[src/rtl/cfgport_pkg.sv]
package cfgport_pkg;
    localparam int BYTE_W = 8;

    localparam logic [BYTE_W-1:0] KEY_OPEN   = 8'h55;
    localparam logic [BYTE_W-1:0] KEY_CLOSE  = 8'hAA;
    localparam logic [BYTE_W-1:0] IX_VEN_LO  = 8'hF1;
    localparam logic [BYTE_W-1:0] IX_VEN_HI  = 8'hF2;
    localparam logic [BYTE_W-1:0] IX_PRD_LO  = 8'hF3;
    localparam logic [BYTE_W-1:0] IX_PRD_HI  = 8'hF4;
    localparam logic [BYTE_W-1:0] IX_VER_LO  = 8'h20;
    localparam logic [BYTE_W-1:0] IX_VER_HI  = 8'h21;
    localparam logic [BYTE_W-1:0] IX_BASE_HI = 8'h60;
    localparam logic [BYTE_W-1:0] IX_BASE_LO = 8'h61;
    localparam logic [BYTE_W-1:0] IX_ACT     = 8'h30;
    localparam logic [BYTE_W-1:0] RD_CLOSED  = 8'hFF;

    typedef struct packed {
        logic              open;
        logic [BYTE_W-1:0] idx;
    } gate_st_t;

    typedef struct packed {
        logic [BYTE_W-1:0] hi;
        logic [BYTE_W-1:0] lo;
        logic              act;
    } store_st_t;
endpackage

[src/rtl/cfg_gate.sv]
module cfg_gate
    import cfgport_pkg::*;
(
    input  logic              clk,
    input  logic              rst_n,
    input  logic              sel_wr,
    input  logic [BYTE_W-1:0] wdata,
    output logic              open_o,
    output logic [BYTE_W-1:0] idx_o
);
    gate_st_t st_d, st_q;

    always_comb begin
        st_d = st_q;
        if (sel_wr) begin
            if (wdata == KEY_OPEN) begin
                st_d.open = 1'b1;
            end else if (wdata == KEY_CLOSE) begin
                st_d.open = 1'b0;
            end else if (st_q.open) begin
                st_d.idx = wdata;
            end
        end
    end

    always_ff @(posedge clk) begin
        if (!rst_n) begin
            st_q <= '0;
        end else begin
            st_q <= st_d;
        end
    end

    assign open_o = st_q.open;
    assign idx_o  = st_q.idx;
endmodule

[src/rtl/cfg_store.sv]
module cfg_store
    import cfgport_pkg::*;
(
    input  logic                clk,
    input  logic                rst_n,
    input  logic                dat_wr,
    input  logic [BYTE_W-1:0]   idx,
    input  logic [BYTE_W-1:0]   wdata,
    output logic [2*BYTE_W-1:0] base_o,
    output logic                act_o
);
    store_st_t st_d, st_q;

    always_comb begin
        st_d = st_q;
        if (dat_wr) begin
            unique case (idx)
                IX_BASE_HI: st_d.hi  = wdata;
                IX_BASE_LO: st_d.lo  = wdata;
                IX_ACT:     st_d.act = wdata[0];
                default:    st_d     = st_q;
            endcase
        end
    end

    always_ff @(posedge clk) begin
        if (!rst_n) begin
            st_q <= '0;
        end else begin
            st_q <= st_d;
        end
    end

    assign base_o = {st_q.hi, st_q.lo};
    assign act_o  = st_q.act;
endmodule

[src/rtl/cfg_readout.sv]
module cfg_readout
    import cfgport_pkg::*;
#(
    parameter logic [2*BYTE_W-1:0] VENDOR_ID    = 16'h15D1,
    parameter logic [2*BYTE_W-1:0] PRODUCT_ID   = 16'd11,
    parameter logic [2*BYTE_W-1:0] CHIP_VERSION = 16'h0102
) (
    input  logic                open,
    input  logic                addr,
    input  logic [BYTE_W-1:0]   idx,
    input  logic [2*BYTE_W-1:0] base,
    input  logic                act,
    output logic [BYTE_W-1:0]   rdata
);
    localparam int NUM_ID = 3;

    logic [2*BYTE_W-1:0] id_word [NUM_ID];
    logic [BYTE_W-1:0]   id_lo_ix [NUM_ID];
    logic [BYTE_W-1:0]   id_hi_ix [NUM_ID];
    logic [NUM_ID-1:0]   hit_lo, hit_hi;
    logic [BYTE_W-1:0]   id_byte;

    assign id_word[0]  = VENDOR_ID;
    assign id_word[1]  = PRODUCT_ID;
    assign id_word[2]  = CHIP_VERSION;
    assign id_lo_ix[0] = IX_VEN_LO;
    assign id_hi_ix[0] = IX_VEN_HI;
    assign id_lo_ix[1] = IX_PRD_LO;
    assign id_hi_ix[1] = IX_PRD_HI;
    assign id_lo_ix[2] = IX_VER_LO;
    assign id_hi_ix[2] = IX_VER_HI;

    for (genvar g = 0; g < NUM_ID; g++) begin : g_id
        assign hit_lo[g] = (idx == id_lo_ix[g]);
        assign hit_hi[g] = (idx == id_hi_ix[g]);
    end

    always_comb begin
        id_byte = '0;
        for (int k = 0; k < NUM_ID; k++) begin
            if (hit_lo[k]) id_byte = id_byte | id_word[k][BYTE_W-1:0];
            if (hit_hi[k]) id_byte = id_byte | id_word[k][2*BYTE_W-1:BYTE_W];
        end
    end

    always_comb begin
        if (!open) begin
            rdata = RD_CLOSED;
        end else if (!addr) begin
            rdata = idx;
        end else begin
            unique case (idx)
                IX_BASE_HI: rdata = base[2*BYTE_W-1:BYTE_W];
                IX_BASE_LO: rdata = base[BYTE_W-1:0];
                IX_ACT:     rdata = {{(BYTE_W-1){1'b0}}, act};
                default:    rdata = id_byte;
            endcase
        end
    end
endmodule

[src/rtl/cfg_index_port.sv]
module cfg_index_port
    import cfgport_pkg::*;
#(
    parameter logic [15:0] VENDOR_ID    = 16'h15D1,
    parameter logic [15:0] PRODUCT_ID   = 16'd11,
    parameter logic [15:0] CHIP_VERSION = 16'h0102
) (
    input  logic        clk,
    input  logic        rst_n,
    input  logic        bus_sel,
    input  logic        bus_we,
    input  logic        bus_addr,
    input  logic [7:0]  bus_wdata,
    output logic [7:0]  bus_rdata,
    output logic [15:0] base_addr,
    output logic        win_en
);
    logic              open_q;
    logic [BYTE_W-1:0] idx_q;
    logic              sel_wr;
    logic              dat_wr;

    assign sel_wr = bus_sel && bus_we && !bus_addr;
    assign dat_wr = bus_sel && bus_we &&  bus_addr && open_q;

    cfg_gate u_gate (
        .clk    (clk),
        .rst_n  (rst_n),
        .sel_wr (sel_wr),
        .wdata  (bus_wdata),
        .open_o (open_q),
        .idx_o  (idx_q)
    );

    cfg_store u_store (
        .clk    (clk),
        .rst_n  (rst_n),
        .dat_wr (dat_wr),
        .idx    (idx_q),
        .wdata  (bus_wdata),
        .base_o (base_addr),
        .act_o  (win_en)
    );

    cfg_readout #(
        .VENDOR_ID    (VENDOR_ID),
        .PRODUCT_ID   (PRODUCT_ID),
        .CHIP_VERSION (CHIP_VERSION)
    ) u_read (
        .open  (open_q),
        .addr  (bus_addr),
        .idx   (idx_q),
        .base  (base_addr),
        .act   (win_en),
        .rdata (bus_rdata)
    );
endmodule

[config.mk]
export PLATFORM = sky130hd
export DESIGN_NAME = cfg_index_port
export DESIGN_NICKNAME = d
export VERILOG_FILES = /design/src/rtl/cfgport_pkg.sv /design/src/rtl/cfg_gate.sv /design/src/rtl/cfg_store.sv /design/src/rtl/cfg_readout.sv /design/src/rtl/cfg_index_port.sv
export SDC_FILE = /design/constraint.sdc
export NUM_CORES = 1
export LEC_CHECK = 0
export BUFFER_PORTS_ARGS = -buffer_cell sky130_fd_sc_hd__buf_2
export CORE_UTILIZATION = 45
export DETAILED_ROUTE_END_ITERATION = 16
export PLACE_DENSITY = 0.73
export SLEW_MARGIN = 20
export SYNTH_ARGS = -nofsm -noshare
export SYNTH_HDL_FRONTEND = slang
export SYNTH_SLANG_ARGS = --single-unit
[constraint.sdc]
create_clock -name clk -period 2.33 [get_ports clk]
set_input_delay 0.1165 -clock clk [delete_from_list [all_inputs] [get_ports clk]]
set_output_delay 0.1165 -clock clk [all_outputs]
set_load 0.05 [all_outputs]
==> impl_metrics.csv <==
group,metric,value,unit
synth,synth_ff_type,"dfxtp_1",
power,total_power,711,uW
die,ios,38,
sta,setup_violations,0,
hold_path,hp-start,"bus_wdata[1]",
clock_network,hold_buffers,0,
flow_run,max_cap_violations,0,
sta,min_period,2.21,ns
global_route,grtUsageTotal,0.224,
synth,netlist_area,1460,sq um
sta,rsz0062_at_grt,"no",
clock_network,clk_pin_slew_worst_paths,0.14,ns
hold_path,whs_endpoint,"u_gate.idx_o[1]",
synth,synth_edf_count,0,
synth,yosys.area.top_type_share,0.356,
global_route,grt_busiest_layer,"met2",
clock_network,clock_latency,0.31,ns
worst_setup_path,cp_max_fo,6,
placed_design,dpl.hpwl,2710,um
global_route,grt_use_met3,0.0484,
sta,slew_headroom,0.534,
die,die_w,59.0,um
synth,avgSynthCellArea,8.25,sq um
sta,slew_viol_final,0,
global_route,grt.overflow.total,0,
sta,fmax,0.453,GHz
worst_setup_path,r2r-end,"u_store.base_o[2]",
sta,worst_slew_pin_slew,0.695,ns
worst_setup_path,path_class,"flip-flop to primary output",
synth,syn_inst,177,
worst_setup_path,required,2.21,ns
worst_setup_path,rr_startpoint,"u_gate.idx_o[1]",
clock_network,cts_buffers,3,
die,fp.dieArea,3480,sq um
worst_setup_path,end_kind,"primary output",
hold_path,hp-class,"input port to flip-flop",
power,leakagePower,0.699,nW
clock_network,clock_path_buffers,2,
hold_path,worstHoldPathCells,3,
detailed_routing,vias,1423,
clock_network,cts_tree,"done",
worst_setup_path,reg2reg_depth,4,
die,num_rows,20,
global_route,grt_pass1_wl,5930,um
power,worst_ir_drop_vdd,301,uV
run_status,status,"finished, final reports clean",
synth,async_flop_share,0,
synth,synth.distinct_cells,39,
global_route,use_met1,0.314,
placed_design,gp_congestion,0.900,
die,fp.dieH,59.0,um
power,powerDensity,406,nW/um^2
sta,period_share,0.946,
finish,fin_nets,227,
finish,area_delta_synth_final,20.1,%
detailed_routing,ant_nets,0,
detailed_routing,drc,0,
synth,ys_ff_latch,26,
detailed_routing,first_pass_iters,4,
worst_setup_path,critPathArrivalTime,2.09,ns
global_route,grt_max_degree,27,
sta,fin_setup_tns,0,ns
finish,n_antenna_cell,0,
clock_network,root_buffer,"clkbuf_4",
detailed_routing,viasPerCell,5.54,
die,core_area,3080,sq um
synth,synth_seq_area_share,0.356,
clock_network,htreeDepth,1,
placed_design,io_buffers,37,
synth,synth_top_area_cell,"dfxtp_1",
die,start_util,0.474,
sta,hold_viol,0,
clock_network,cts_sinks,26,
detailed_routing,routedWlPerCell,13.8,um
synth,synth_warnings,0,
sta,fin_skew,0.00359,ns
synth,syn-num-nets,190,
global_route,grt_util_met2,0.339,
synth,synth_area_leaders,"dfxtp_1, mux2i_1, nor2_1",
finish,drive_above_1_share,0.272,
detailed_routing,routed_wl,3550,um
detailed_routing,drt_iter0_drc,72,
global_route,antenna_found_initial,0,
worst_setup_path,cp-start-kind,"flip-flop",
worst_setup_path,r2r_slack,0.22,ns
global_route,grt_pass1_vias,1271,
-- metrics by stage --
| step | instances | setup slack (ns) | instance area [sq um] | util | hold WS [ns] |
|---|---|---|---|---|---|
| 2_1_floorplan | 177 | 0.0680 | 1460 | - | 0.253 |
| 3_3_place_gp | 253 | 0.242 | 1700 | 0.553 | 0.404 |
| 3_5_place_dp | 253 | 0.193 | 1700 | 0.553 | 0.406 |
| 4_1_cts | 257 | 0.0226 | 1740 | 0.565 | 0.0588 |
| 5_1_grt | 257 | 0.0199 | 1750 | 0.570 | 0.0488 |
| 6_report | 257 | 0.125 | 1750 | 0.570 | 0.0674 |
-- cell families after synthesis --
group	after synthesis	synth area share
buf+inv	15	0.0446
flops	26	0.356
compound gates	41	0.166
simple gates	70	0.258
mux	25	0.175
-- routing by layer --
| metal | part of all wire | vias up | wire length [um] |
|---|---|---|---|
| met4 | 0.014 | 0 | 48 |
| met3 | 0.054 | 6 | 191 |
| met2 | 0.46 | 45 | 1620 |
| li1 | - | 710 | - |
| met5 | 0 | - | 0 |
| met1 | 0.48 | 662 | 1690 |
-- critical path: stages (launching register included) --
cell	delay, ns
dfxtp_1	0.42
or3b_1	0.49
o41ai_2	0.38
a21oi_1	0.09
o21ai_1	0.13
buf_2	0.27
-- synth_stat cells, types with 2 or more instances --
master	count
a21oi_1	14
nor2b_1	3
and4_1	2
nand3_1	8
nor2_1	24
inv_1	3
o211ai_1	3
mux2_2	4
mux2i_1	21
nand2b_1	2
o21ai_0	14
nand2_1	12
nor4bb_1	4
a211oi_1	2
nor3_1	3
o221ai_1	2
clkbuf_1	8
nor3b_1	2
dfxtp_1	26
-- cell usage in the layout, fill, tap and decap left out, types with 2 or more instances in the layout --
cell type / Yosys / layout
a21oi_1: 14 / 14
nor2b_1: 3 / 3
nor2_1: 24 / 23
o211ai_1: 3 / 3
mux2i_1: 21 / 21
buf_2: 1 / 36
inv_1: 3 / 3
o221ai_1: 2 / 2
o21ai_0: 14 / 12
nor3_1: 3 / 3
nand3_1: 8 / 8
o21ai_1: 0 / 2
nand2b_1: 2 / 2
dfxtp_1: 26 / 24
a211oi_1: 2 / 2
and4_1: 2 / 2
dfxtp_2: 0 / 2
nor3b_1: 2 / 2
nand2_1: 12 / 12
mux2_2: 4 / 4
nor4bb_1: 4 / 4
clkbuf_4: 0 / 3
buf_4: 0 / 7
-- final cells by class --
class | count | area [sq um]
Tap cell | 44 | 55.1
Timing Repair Buffer | 43 | 233
Multi-Input combinational cell | 136 | 891
Inverter | 4 | 15.0
Fill cell | 312 | 1330
Clock buffer | 4 | 36.3
Sequential cell | 26 | 523
-- where the power goes --
part / internal (mW) / switching (mW)
registers: 0.445 / 0.0000185
clock network: 0.0954 / 0.131
logic: 0.0139 / 0.0266
total: 0.554 / 0.157
-- flip-flops by register name, indices dropped and copies added (netlist names) --
| register | flops |
|---|---|
| u_store.act_o | 1 |
| u_store.base_o | 16 |
| u_gate.idx_o | 8 |
| u_gate.open_o | 1 |
-- how the worst max path moves through the flow --
stage                     slack (ns)  cells past startpoint            start           endpoint
after floorplan                 0.07                      6  u_gate.idx_o[0]       bus_rdata[1]
after global placement          0.24                      4  u_gate.idx_o[6]  u_store.base_o[4]
after detailed placement        0.19                      4  u_gate.idx_o[6]  u_store.base_o[7]
after CTS                       0.02                      5  u_gate.idx_o[6]       bus_rdata[1]
after global routing            0.02                      5  u_gate.idx_o[5]       bus_rdata[2]
final                           0.12                      5  u_gate.idx_o[5]       bus_rdata[2]
-- what timing repair did --
item	4_1_cts	5_1_grt
buffers inserted	0	0
gates resized for setup	0	6
endpoints found under the setup margin	0	5
No activity file was read; power rests on OpenSTA's default activity.
